<file path="src/rtl/trig_arm_pkg.sv">
package trig_arm_pkg;
  parameter int SP_WIDTH = 16;
  parameter int NUM_CH = 2;

  typedef struct packed {
    logic apply;
    logic capCurr;
    logic capVolt;
  } trigStrobe_t;
endpackage

</file>
<file path="src/rtl/trig_arm_ctrl.sv">
module trig_arm_ctrl
  import trig_arm_pkg::*;
(
  input  logic        clk,
  input  logic        rstN,
  input  logic        armOnce,
  input  logic        abortReq,
  input  logic        busTrig,
  input  logic        wrVolt,
  input  logic        wrCurr,
  input  logic        contMode,
  input  logic        srcIsBus,
  input  logic        outputOn,
  input  logic        listenerAddr,
  output logic        waiting,
  output trigStrobe_t strb
);
  logic gatesOpen;
  logic fire;
  logic waitingNext;

  assign gatesOpen = srcIsBus & outputOn & listenerAddr;
  assign fire      = busTrig & waiting & gatesOpen & ~abortReq;

  always_comb begin
    if (abortReq)                 waitingNext = 1'b0;
    else if (contMode || armOnce) waitingNext = 1'b1;
    else if (fire)                waitingNext = 1'b0;
    else                          waitingNext = waiting;
  end

  always_ff @(posedge clk) begin
    if (!rstN) waiting <= 1'b0;
    else       waiting <= waitingNext;
  end

  assign strb.apply   = fire;
  assign strb.capVolt = wrVolt;
  assign strb.capCurr = wrCurr;

  // abort always disarms in the next cycle
  p_abort_disarms_r7: assert property (@(posedge clk) disable iff (!rstN)
    abortReq |=> !waiting);
  // continuous mode keeps the block armed
  p_cont_rearm_r6: assert property (@(posedge clk) disable iff (!rstN)
    (contMode && !abortReq) |=> waiting);
  // a single-shot trigger consumes the arm
  p_single_consume_r5: assert property (@(posedge clk) disable iff (!rstN)
    (strb.apply && !contMode && !armOnce) |=> !waiting);
  // nothing is applied while disarmed
  p_no_apply_idle_r3: assert property (@(posedge clk) disable iff (!rstN)
    !waiting |-> !strb.apply);
endmodule

</file>
<file path="src/rtl/trig_setpoint_path.sv">
module trig_setpoint_path
  import trig_arm_pkg::*;
#(
  parameter int W = SP_WIDTH,
  parameter int NCH = NUM_CH
) (
  input  logic         clk,
  input  logic         rstN,
  input  trigStrobe_t  strb,
  input  logic [W-1:0] wrData,
  output logic         trigApplied,
  output logic [W-1:0] activeVolt,
  output logic [W-1:0] activeCurr
);
  logic [NCH-1:0] capVec;
  logic [W-1:0]   pendReg [NCH];
  logic [W-1:0]   actReg  [NCH];

  assign capVec = NCH'({strb.capCurr, strb.capVolt});

  for (genvar ch = 0; ch < NCH; ch++) begin : g_chan
    always_ff @(posedge clk) begin
      if (!rstN) begin
        pendReg[ch] <= '0;
        actReg[ch]  <= '0;
      end else begin
        if (strb.apply) actReg[ch]  <= pendReg[ch];
        if (capVec[ch]) pendReg[ch] <= wrData;
      end
    end

    // active setpoints move only on an applied trigger
    p_hold_active_r2: assert property (@(posedge clk) disable iff (!rstN)
      !strb.apply |=> $stable(actReg[ch]));
  end

  always_ff @(posedge clk) begin
    if (!rstN) trigApplied <= 1'b0;
    else       trigApplied <= strb.apply;
  end

  assign activeVolt = actReg[0];
  assign activeCurr = actReg[1];

  // applied values are the pending values from before the edge
  p_apply_value_r4: assert property (@(posedge clk) disable iff (!rstN)
    strb.apply |=> (trigApplied && activeVolt == $past(pendReg[0])
                    && activeCurr == $past(pendReg[1])));
endmodule

</file>
<file path="src/rtl/bus_trigger_arm.sv">
module bus_trigger_arm
  import trig_arm_pkg::*;
(
  input  logic                clk,
  input  logic                rstN,
  input  logic                armOnce,
  input  logic                abortReq,
  input  logic                busTrig,
  input  logic                wrVolt,
  input  logic                wrCurr,
  input  logic [SP_WIDTH-1:0] wrData,
  input  logic                contMode,
  input  logic                srcIsBus,
  input  logic                outputOn,
  input  logic                listenerAddr,
  output logic                waiting,
  output logic                trigApplied,
  output logic [SP_WIDTH-1:0] activeVolt,
  output logic [SP_WIDTH-1:0] activeCurr
);
  trigStrobe_t strb;

  trig_arm_ctrl i_ctrl (
    .clk(clk), .rstN(rstN), .armOnce(armOnce), .abortReq(abortReq),
    .busTrig(busTrig), .wrVolt(wrVolt), .wrCurr(wrCurr),
    .contMode(contMode), .srcIsBus(srcIsBus), .outputOn(outputOn),
    .listenerAddr(listenerAddr), .waiting(waiting), .strb(strb)
  );

  trig_setpoint_path #(.W(SP_WIDTH), .NCH(NUM_CH)) i_path (
    .clk(clk), .rstN(rstN), .strb(strb), .wrData(wrData),
    .trigApplied(trigApplied), .activeVolt(activeVolt), .activeCurr(activeCurr)
  );

  // the applied pulse never lasts two cycles without a new trigger
  p_pulse_width_r4: assert property (@(posedge clk) disable iff (!rstN)
    (trigApplied && !$past(strb.apply, 1)) |-> 1'b0);
endmodule

</file>
<file path="config.mk">
export PLATFORM = sky130hd
export DESIGN_NAME = bus_trigger_arm
export DESIGN_NICKNAME = d
export VERILOG_FILES = /design/src/rtl/trig_arm_pkg.sv /design/src/rtl/trig_arm_ctrl.sv /design/src/rtl/trig_setpoint_path.sv /design/src/rtl/bus_trigger_arm.sv
export SDC_FILE = /design/constraint.sdc
export NUM_CORES = 1
export LEC_CHECK = 0
export ABC_AREA = 1
export BUFFER_PORTS_ARGS = -buffer_cell sky130_fd_sc_hd__buf_2
export CELL_PAD_IN_SITES_DETAIL_PLACEMENT = 0
export CELL_PAD_IN_SITES_GLOBAL_PLACEMENT = 2
export CORE_ASPECT_RATIO = 0.8
export CORE_MARGIN = 2
export CORE_UTILIZATION = 30
export DETAILED_ROUTE_END_ITERATION = 16
export GPL_ROUTABILITY_DRIVEN = 0
export GPL_TIMING_DRIVEN = 0
export PLACE_DENSITY_LB_ADDON = 0.1
export SLEW_MARGIN = 20
export SYNTH_ARGS = -nofsm -noshare
export SYNTH_HDL_FRONTEND = slang
export SYNTH_SLANG_ARGS = --single-unit
</file>
<file path="constraint.sdc">
create_clock -name clk -period 5.1 [get_ports clk]
set_input_delay 0.765 -clock clk [delete_from_list [all_inputs] [get_ports clk]]
set_output_delay 0.765 -clock clk [all_outputs]
set_load 0.01 [all_outputs]
</file>
==> results.txt, run 1 <==
----------------------------------------------------
[Final layout]
  Flip-flop and latch area ... 1960 um^2
  Number of diodes added for antenna fixing ... 0
  Fraction of final layout cells sized beyond drive strength 1 ... 0.412
  Number of nets at the end of the flow ... between 200 and 300
  Multi-input combinational cell area ... 407 um^2
  Most common library cell in the layout ignoring fill and taps ... sky130_fd_sc_hd__edfxtp_1
  Layout-stage area growth over the synthesis result ... 23.3%
  Count of filler cells inserted in the layout ... between 800 and 900
  Non-filler cells, final ... between 300 and 400
  Most frequent cells in the layout ... sky130_fd_sc_hd__edfxtp_1 (64), sky130_fd_sc_hd__buf_2 (62), sky130_fd_sc_hd__inv_1 (51)

[Global routing]
  First-pass GRT wire length ... 7.17 mm
  Overflow left after global routing ... 0
  Global routing usage summed across all routing layers ... 0.107
  Via count of the first global-routing pass ... 1,426
  Largest net degree at the start of global routing ... 33
  Initial antenna violation count ... 0

[Floorplan]
  Count of pins on the block boundary ... 61
  Total Die Area ... between 9000 and 10,000 um^2
  Core area ... 8450 um^2
  Initial standard-cell utilization of the core ... 0.308
  Die width ... 108 um
  Die height ... 87.3 um
  Number of cell rows ... 30

[STA]
  Highest Clock Rate ... between 500 and 600 MHz
  Count of pins over their slew limit ... 0
  Number of failing hold endpoints at the final stage ... 0
  Headroom to the max-slew limit ... 0.476
  Aggregate negative setup slack ... 0 ps
  Finish-stage setup viols ... 0
  Layout Skew ... around 9 ps
  Final clock period utilization by the worst path ... 0.346
  Worst slew pin tran ... approximately 780 ps
  Final hold slack ... ~480 ps
  RSZ-0062 raised after global routing ... false
  Final WS setup ... 3330 ps
  Post-layout minimum cycle time ... approximately 1800 ps

[Synth]
  Mapped Nets ... about 230
  Synth cell types ... 12
  Synthesis-stage register bit count ... between 60 and 70
  Sequential share of the synthesized area ... 0.754
  Cell Area, Synth ... 2600 um^2
  Number of warning messages in the yosys log ... 0
  Syn_area_per_cell ... 12.9 um^2
  Count of mapped cells out of synthesis ... roughly 200

[Worst setup path]
  Kind of launch point of the worst setup path ... primary input
  Critical Setup Path Class ... primary input to register
  CP endpoint kind ... register
  Arrival @ worst endpoint ... between 1500 and 2000 ps
  CP required ... around 5000 ps
  Critical-path maximum fanout ... 32
  Length in cells of the worst reg-to-reg path ... 4

[Clock network]
  CTS tree ... yes
  Number of buffers created by CTS ... 9
  Number of H-tree levels ... 3
  Clk Latency, worst-skew pair ... between 300 and 400 ps
  Buffer levels on the longest clock path ... 2
  CTS sink count ... 66
  Clock-pin transition on the worst setup and hold timing paths ... roughly 70 ps
  Buffers inserted by post-CTS timing repair ... 0
  PostCTS Resize Cnt ... 0
  Cell at the root of the clock tree ... sky130_fd_sc_hd__clkbuf_8
  Hold buffers post-CTS ... 0

[Power and ir drop]
  Maximum vdd ir drop ... ~0.11 mV
  Sequential cell fraction of total power ... 0.591
  Fraction of power spent switching nets ... 0.233
  Portion of total power attributed to combinational logic ... 0.063
  Cell internal power dissipation ... between 0.8 and 0.9 mW
  Net Switching ... about 0.25 mW
  Clock Power Share ... 0.346
  Static Leak ... roughly 1.4 nW
  Ratio of total power to cell area ... roughly 330 nW/um^2

[Drt]
  Number of detailed-route iterations in the first pass ... 4
  Average wire length per cell after detail routing ... ~12 um
  Iteration-0 DRC Markers ... 29
  Via total after detailed routing ... between 1,000 and 1,500
  Post-DRT Antenna Nets ... 0
  Final routed wirelength across all metal layers ... around 4.6 mm
  DRC violation count after routing ... 0
  Via-to-Cell Ratio ... between 3 and 4

[Hold path]
  Class of the tightest hold or removal check ... register to register
  Hold Path Depth ... 2

[Job]
  Maxcap violations ... 0

[Place]
  Count of buffers inserted at the top-level ports ... 60
  Worst-case setup slack after placement ... ~3000 ps
  DPL Wire Length ... 3.04 mm
  Cell count after placement ... ~370

[Status]
  Outcome ... finished, final reports clean

----------------------------------------------------
[stage by stage]
step / cell area [um^2] / power (mW) / utilization
final: 3210 / 1.07 / 0.380
after global routing: 3210 / 1.12 / 0.380
after CTS: 3210 / 1.09 / 0.380
after detailed placement: 3040 / 0.716 / 0.360
after global placement: 3040 / 0.716 / 0.360
after floorplan: 2600 / 0.684 / -
[worst paths after layout]
check | endpoint | slack [ps] | startpoint
hold reg to reg | i_ctrl.waiting$_SDFFE_PP0P_ | 480 | i_ctrl.waiting$_SDFFE_PP0P_
hold / removal | i_ctrl.waiting$_SDFFE_PP0P_ | 480 | i_ctrl.waiting$_SDFFE_PP0P_
setup reg to reg | i_path.actReg[1][10]$_SDFFCE_PN0P_ | 3500 | i_ctrl.waiting$_SDFFE_PP0P_
setup / recovery | i_path.actReg[1][10]$_SDFFCE_PN0P_ | 3330 | srcIsBus
[flip-flops by register name (all words and copies together) (netlist names)]
signal / count
i_path.actReg: 32
i_path.pendReg: 32
i_ctrl.waiting: 1
i_path.trigApplied: 1
[cells by family after synthesis]
group                  share of synthesized area
AO/OA/AOI/OAI                            0.00192
buffers and inverters                     0.0904
flip-flops                                 0.754
AND/OR/NAND/NOR                            0.153
[power groups by stage]
stage / clock, mW / sequential (mW) / combinational (mW)
after floorplan: 0 / 0.652 / 0.0318
after CTS: 0.387 / 0.635 / 0.0699
after detailed placement: 0 / 0.647 / 0.0697
after global placement: 0 / 0.647 / 0.0690
final: 0.372 / 0.634 / 0.0674
after global routing: 0.403 / 0.637 / 0.0764
[cell type report]
class	instances	share of cell area
Tap cell	112	0.0437
Multi-Input combinational cell	79	0.127
Clock inverter	5	0.00975
Sequential cell	66	0.612
Clock buffer	11	0.0410
Inverter	51	0.0597
Buffer	5	0.0137
Timing Repair Buffer	60	0.0936
[critical path: stages]
cell and delay, ps:
sky130_fd_sc_hd__buf_2 70, sky130_fd_sc_hd__nand2_1 50, sky130_fd_sc_hd__nor2_2 140, sky130_fd_sc_hd__nand2_1 100
sky130_fd_sc_hd__nand2_2 590
[routing by layer]
metal	up-vias	routed length [um]	GRT usage
met4	0	67	0.0420
met5	-	0	0
met3	5	286	0.0471
li1	760	-	-
met2	44	2120	0.172
met1	670	2150	0.127
[synth_stat cells (all sizes together)]
master | count | area, um^2
nor2 | 67 | 344
inv | 51 | 191
a21oi | 1 | 5.00
or2 | 3 | 18.8
buf | 5 | 43.8
dfxtp | 2 | 40.0
edfxtp | 64 | 1920
nand3 | 1 | 10.0
nand2 | 7 | 26.3
Power figures use the tool's default switching activity.
==> run 2, diff against run 1 <==
==> constraint.sdc (replaced) <==
create_clock -name clk -period 1.5 [get_ports clk]
set_input_delay 0.225 -clock clk [delete_from_list [all_inputs] [get_ports clk]]
set_output_delay 0.225 -clock clk [all_outputs]
set_load 0.01 [all_outputs]
==> run 2 against run 1 <==
Critical path depth down 1. Largest power group unchanged. Clock-buffer cell count fell by 2. Largest cell class unchanged. Routed wire length shrank 6.4%. Worst hold slack worse by 310 ps. Critical path type is now register to register.
==> results.txt, run 2 (synthesized netlist as in run 1, its figures left out) <==
----------------------------------------------------
[Status]
  Outcome ... finished, final reports clean

[Clock network]
  Cell at the root of the clock tree ... sky130_fd_sc_hd__clkbuf_8
  CTS sink count ... 66 (unchanged)
  Clock-pin transition on the worst setup and hold timing paths ... 70 ps (about the same)
  Number of H-tree levels ... 3 (unchanged)
  Number of buffers created by CTS ... 9 (unchanged)
  Buffers inserted by post-CTS timing repair ... 0 (unchanged)
  Buffer levels on the longest clock path ... 2 (unchanged)
  CTS tree ... yes
  Clk Latency, worst-skew pair ... 330 ps (about the same)
  Hold buffers post-CTS ... 0 (unchanged)

[Final layout]
  Fraction of final layout cells sized beyond drive strength 1 ... 0.411 (-0.000643)
  Most frequent cells in the layout ... sky130_fd_sc_hd__edfxtp_1 (64), sky130_fd_sc_hd__buf_2 (62), sky130_fd_sc_hd__inv_1 (51)
  Number of nets at the end of the flow ... 299 (unchanged)
  Non-filler cells, final ... 387 (-0.51%)
  Registers with the most flip-flops ... i_path.actReg (32), i_path.pendReg (32)
  Number of diodes added for antenna fixing ... 0 (unchanged)
  Most common library cell in the layout ignoring fill and taps ... sky130_fd_sc_hd__edfxtp_1
  Layout-stage area growth over the synthesis result ... 23.8%

[Global routing]
  Met3 Use GR ... 0.0546 (+0.00748)
  Met1 usage in global routing ... 0.119 (-0.00758)
  Via count of the first global-routing pass ... 1,467 (+2.9%)
  First-pass GRT wire length ... 7.07 mm (-1.5%)
  Layer carrying the most global-route usage ... met2
  Largest net degree at the start of global routing ... 33 (unchanged)
  Overflow left after global routing ... 0 (unchanged)
  Initial antenna violation count ... 0 (unchanged)
  Met2 track utilization from global routing ... 0.167 (-0.00515)
  Global routing usage summed across all routing layers ... 0.105 (-0.00189)

[STA]
  Highest Clock Rate ... ~740 MHz
  Layout Skew ... 6.97 ps (-1.80 ps)
  Post-layout minimum cycle time ... between 1000 and 1500 ps
  Final clock period utilization by the worst path ... 0.898
  RSZ-0062 raised after global routing ... false
  Finish-stage setup viols ... 0 (unchanged)
  Number of failing hold endpoints at the final stage ... 0 (unchanged)
  Count of pins over their slew limit ... 0 (unchanged)
  Headroom to the max-slew limit ... 0.699 (+0.223)
  Worst slew pin tran ... 451 ps (-332 ps)

[Worst setup path]
  Critical path buffer and inverter count ... 1 (unchanged)
  List of cells traversed by the critical path ... inv_1 -> nor2_2 -> nand2_1 -> nand2_4
  Critical-path maximum fanout ... 32 (unchanged)
  Maximum single-stage delay on the critical path ... 350 ps (-240 ps)
  Arrival @ worst endpoint ... 1330 ps (-390 ps)
  Critical Setup Path Class ... register to register
  Worst path slowest cell ... sky130_fd_sc_hd__dfxtp_1
  CP required ... 1480 ps (-3580 ps)
  Largest delay share family, worst path ... simple AND/OR/NAND/NOR gates
  Kind of launch point of the worst setup path ... register
  CP endpoint kind ... register

[Power and ir drop]
  Maximum vdd ir drop ... 0.384 mV (+250%)
  Total power draw ... 3.73 mW (+250%)
  Static Leak ... 1.40 nW (+1.3%)
  Ratio of total power to cell area ... 1160 nW/um^2 (+250%)

[Floorplan]
  Core area ... 8450 um^2 (unchanged)
  Number of cell rows ... 30 (unchanged)
  Die width ... 108 um (unchanged)
  Count of pins on the block boundary ... 61 (unchanged)
  Die height ... 87.3 um (unchanged)
  Total Die Area ... 9440 um^2 (unchanged)
  Initial standard-cell utilization of the core ... 0.308 (unchanged)

[Drt]
  Final routed wirelength across all metal layers ... 4.33 mm (-6.4%)
  Iteration-0 DRC Markers ... 27 (-6.9%)
  Average wire length per cell after detail routing ... 11.2 um (-5.9%)
  Via total after detailed routing ... 1,442 (-2.5%)
  Via-to-Cell Ratio ... 3.73 (-2.0%)
  Number of detailed-route iterations in the first pass ... 3 (-1)
  DRC violation count after routing ... 0 (unchanged)
  Post-DRT Antenna Nets ... 0 (unchanged)

[Place]
  Count of buffers inserted at the top-level ports ... 60 (unchanged)
  DPL Wire Length ... 2.94 mm (-3.1%)
  Cell count after placement ... 373 (unchanged)

[Job]
  Maxcap violations ... 0 (unchanged)

[Hold path]
  Class of the tightest hold or removal check ... primary input to register

----------------------------------------------------
run 2: worst reg2reg max path: stages, from the launching register on:
cell                      delay (ps)
sky130_fd_sc_hd__dfxtp_1         350
sky130_fd_sc_hd__inv_1            60
sky130_fd_sc_hd__nor2_2          110
sky130_fd_sc_hd__nand2_1         120
sky130_fd_sc_hd__nand2_4         360
run 2: through the flow:
step / worst slack, ps / setup TNS, ps / hold WS (ps) / instance area (um^2) / utilization
final: 152 / 0 / 167 / 3220 / 0.381
after global routing: 25.9 / 0 / 149 / 3220 / 0.381
after CTS: 97.9 / 0 / 145 / 3220 / 0.381
after detailed placement: -133 / -4150 / 467 / 3040 / 0.360
after global placement: -116 / -3620 / 466 / 3040 / 0.360
after floorplan: 83.9 / 0 / 382 / 2600 / -
run 2: what timing repair did:
item	CTS	global route
endpoints found under the setup margin	32	0
gates resized for setup	1	0
hold endpoints to repair	0	0
run 2: power breakdown:
part / leakage (nW) / total (mW) / switching (mW) / internal (mW)
Combinational: 0.630 / 0.228 / 0.150 / 0.0780
Sequential: 0.685 / 2.16 / 0.0243 / 2.13
Clock: 0.0898 / 1.35 / 0.614 / 0.732
run 2: per-layer routing:
metal,vias to the layer above,wire length (um)
li1,758,-
met1,638,1880
met2,40,2090
met3,6,285
met4,0,77
met5,-,0
run 2: layout make-up:
type,instances,area [um^2]
tap,112,140
sequential,66,1960
inverter,51,191
timing repair buffer,60,300
multi-input combinational,79,412
clock inverter,5,47.5
fill,881,5230
buffer,5,43.8
clock buffer,9,124
run 2: worst paths after layout:
path | depth (start not counted) | from | end | slack, ps
setup / recovery | 4 | i_ctrl.waiting$_SDFFE_PP0P_ | i_path.actReg[0][6]$_SDFFCE_PN0P_ | 150
hold / removal | 3 | contMode | i_ctrl.waiting$_SDFFE_PP0P_ | 170
setup reg to reg | 4 | i_ctrl.waiting$_SDFFE_PP0P_ | i_path.actReg[0][6]$_SDFFCE_PN0P_ | 150
hold reg to reg | 2 | i_ctrl.waiting$_SDFFE_PP0P_ | i_ctrl.waiting$_SDFFE_PP0P_ | 470
==> run 3, diff against run 2 <==
--- a/config.mk
+++ b/config.mk
@@ -10,8 +10,7 @@
 export CELL_PAD_IN_SITES_DETAIL_PLACEMENT = 0
 export CELL_PAD_IN_SITES_GLOBAL_PLACEMENT = 2
 export CORE_ASPECT_RATIO = 0.8
-export CORE_MARGIN = 2
-export CORE_UTILIZATION = 30
+export CORE_UTILIZATION = 37
 export DETAILED_ROUTE_END_ITERATION = 16
 export GPL_ROUTABILITY_DRIVEN = 0
 export GPL_TIMING_DRIVEN = 0
==> constraint.sdc (replaced) <==
create_clock -name clk -period 1.7 [get_ports clk]
set_input_delay 0.255 -clock clk [delete_from_list [all_inputs] [get_ports clk]]
set_output_delay 0.255 -clock clk [all_outputs]
set_load 0.01 [all_outputs]
==> run 3 against run 2 <==
Core utilization up 11 points. Sequential share of layout area about the same. Cell area about the same. Die area down 22%. Register-to-register slack better by 190 ps. Clock power about the same. First-iteration DRC count rose to 2.8 times the previous value.
==> results.txt, run 3 (synthesized netlist as in run 1, its figures left out) <==
----------------------------------------------------
[Worst setup path]
  Worst path slowest cell ... sky130_fd_sc_hd__dfxtp_1
  List of cells traversed by the critical path ... inv_1 -> nor2_2 -> nand2_1 -> nand2_4
  CP required ... 1690 ps (+210 ps)
  Maximum single-stage delay on the critical path ... 350 ps (about the same)
  Worst setup path endpoint ... i_path.actReg[1][9]$_SDFFCE_PN0P_
  Arrival @ worst endpoint ... 1350 ps (+20 ps)
  Critical-path maximum fanout ... 32 (unchanged)
  Critical path buffer and inverter count ... 1 (unchanged)
  CP endpoint kind ... register
  Critical Setup Path Class ... register to register
  Register-to-register path setup slack ... 340 ps (+190 ps)
  Stages on the worst setup path ... 4 (unchanged)
  Origin of the critical flop-to-flop path ... i_ctrl.waiting$_SDFFE_PP0P_
  Critical path origin ... i_ctrl.waiting$_SDFFE_PP0P_
  Largest delay share family, worst path ... simple AND/OR/NAND/NOR gates
  Worst r2r dst ... i_path.actReg[1][9]$_SDFFCE_PN0P_
  Length in cells of the worst reg-to-reg path ... 4 (unchanged)
  Kind of launch point of the worst setup path ... register

[Global routing]
  First-pass GRT wire length ... 6.62 mm (-6.3%)
  Largest net degree at the start of global routing ... 33 (unchanged)
  Global routing usage summed across all routing layers ... 0.128 (+0.0230)
  Overflow left after global routing ... 0 (unchanged)
  Initial antenna violation count ... 0 (unchanged)
  Via count of the first global-routing pass ... 1,390 (-5.2%)

[Floorplan]
  Die height ... 77.0 um (-12%)
  Die width ... 95.7 um (-11%)
  Total Die Area ... 7370 um^2 (-22%)
  Number of cell rows ... 26 (-13%)
  Initial standard-cell utilization of the core ... 0.396 (+0.0878)
  Count of pins on the block boundary ... 61 (unchanged)
  Core area ... 6570 um^2 (-22%)

[Clock network]
  Cell at the root of the clock tree ... sky130_fd_sc_hd__clkbuf_8
  Number of H-tree levels ... 3 (unchanged)
  CTS sink count ... 66 (unchanged)
  Clk Latency, worst-skew pair ... 330 ps (about the same)
  PostCTS Resize Cnt ... 0 (-1)
  CTS tree ... yes
  Number of buffers created by CTS ... 9 (unchanged)
  Buffer levels on the longest clock path ... 2 (unchanged)
  Hold buffers post-CTS ... 0 (unchanged)
  Buffers inserted by post-CTS timing repair ... 0 (unchanged)
  Clock-pin transition on the worst setup and hold timing paths ... 70 ps (about the same)

[Final layout]
  Post-layout utilization of the core ... 0.490 (+0.109)
  Flip-flop and latch area ... 1960 um^2 (unchanged)
  Fraction of final layout cells sized beyond drive strength 1 ... 0.415 (+0.00425)
  Multi-input combinational cell area ... 412 um^2 (unchanged)
  Layout-stage area growth over the synthesis result ... 23.9% (about the same)
  Registers with the most flip-flops ... i_path.actReg (32), i_path.pendReg (32)
  Number of nets at the end of the flow ... 299 (unchanged)
  Number of diodes added for antenna fixing ... 0 (unchanged)
  Count of filler cells inserted in the layout ... 624 (-29%)
  Most common library cell in the layout ignoring fill and taps ... sky130_fd_sc_hd__edfxtp_1
  Most frequent cells in the layout ... sky130_fd_sc_hd__edfxtp_1 (64), sky130_fd_sc_hd__buf_2 (62), sky130_fd_sc_hd__inv_1 (51)
  Final instance area ... 3220 um^2 (about the same)

[Place]
  Post-Place Cell Area ... 3010 um^2 (-1.2%)
  Count of buffers inserted at the top-level ports ... 60 (unchanged)
  DPL Wire Length ... 2.82 mm (-4.3%)
  Worst-case setup slack after placement ... 107 ps (+240 ps)

[STA]
  Layout Skew ... 5.87 ps (-1.10 ps)
  Headroom to the max-slew limit ... 0.716 (+0.0171)
  RSZ-0062 raised after global routing ... false
  Aggregate negative setup slack ... 0 ps (unchanged)
  Number of failing hold endpoints at the final stage ... 0 (unchanged)
  Count of pins over their slew limit ... 0 (unchanged)
  Highest Clock Rate ... 735 MHz (-0.94%)
  Post-layout minimum cycle time ... 1360 ps (+12.7 ps)
  Final WS setup ... 340 ps (+187 ps)
  Final clock period utilization by the worst path ... 0.800 (-0.0982)
  Worst slew pin tran ... 425 ps (-26.0 ps)
  Finish-stage setup viols ... 0 (unchanged)

[Drt]
  Final routed wirelength across all metal layers ... 4.09 mm (-5.5%)
  Average wire length per cell after detail routing ... 11.3 um (+1.3%)
  DRC violation count after routing ... 0 (unchanged)
  Number of detailed-route iterations in the first pass ... 4 (+1)
  Post-DRT Antenna Nets ... 0 (unchanged)
  Via-to-Cell Ratio ... 4.15 (+11%)
  Iteration-0 DRC Markers ... 75 (+180%)
  Via total after detailed routing ... 1,497 (+3.8%)

[Power and ir drop]
  Ratio of total power to cell area ... 1070 nW/um^2 (-7.5%)
  Static Leak ... 1.42 nW (+1.2%)
  Maximum vdd ir drop ... 0.472 mV (+23%)

[Hold path]
  Hold Path Depth ... 3 (unchanged)
  Class of the tightest hold or removal check ... primary input to register

[Job]
  Maxcap violations ... 0 (unchanged)

[Status]
  Outcome ... finished, final reports clean

----------------------------------------------------
run 3: layer usage:
metal	global-route usage	wire length (um)	up-vias
li1	-	-	759
met1	0.150	1770	679
met2	0.198	1910	53
met3	0.0704	355	6
met4	0.0448	46	0
met5	0	0	-
run 3: power breakdown:
part / switching (mW) / internal [mW]
Sequential: 0.0216 / 1.88
Combinational: 0.132 / 0.0688
Clock: 0.552 / 0.797
Total: 0.706 / 2.75
run 3: worst min path at each step:
stage,startpoint,to,slack (ps)
after global routing,abortReq,i_ctrl.waiting$_SDFFE_PP0P_,190
after detailed placement,i_ctrl.waiting$_SDFFE_PP0P_,i_ctrl.waiting$_SDFFE_PP0P_,470
after floorplan,abortReq,i_ctrl.waiting$_SDFFE_PP0P_,410
after CTS,abortReq,i_ctrl.waiting$_SDFFE_PP0P_,170
final,abortReq,i_ctrl.waiting$_SDFFE_PP0P_,190
after global placement,i_ctrl.waiting$_SDFFE_PP0P_,i_ctrl.waiting$_SDFFE_PP0P_,470
run 3: area by class of cell:
cell class / count / share of cell area
timing repair buffer: 60 / 0.0932
multi-input combinational: 79 / 0.128
tap: 84 / 0.0326
sequential: 66 / 0.609
buffer: 5 / 0.0136
inverter: 51 / 0.0594
clock buffer: 14 / 0.0536
clock inverter: 2 / 0.0109
run 3: worst min-delay path, delay by kind of cell:
family                 cells  cell delay, ps
AOI/OAI and AO/OA          1              30
buffers and inverters      1              90
and+or+nand+nor            1             100
run 3: stage by stage:
| step | total power [mW] | hold WS [ps] | cells |
|---|---|---|---|
| floorplan | 2.05 | 412 | 201 |
| global placement | 2.14 | 472 | 345 |
| detailed placement | 2.14 | 473 | 345 |
| CTS | 3.49 | 169 | 361 |
| global route | 3.60 | 190 | 361 |
| finish | 3.45 | 188 | 361 |
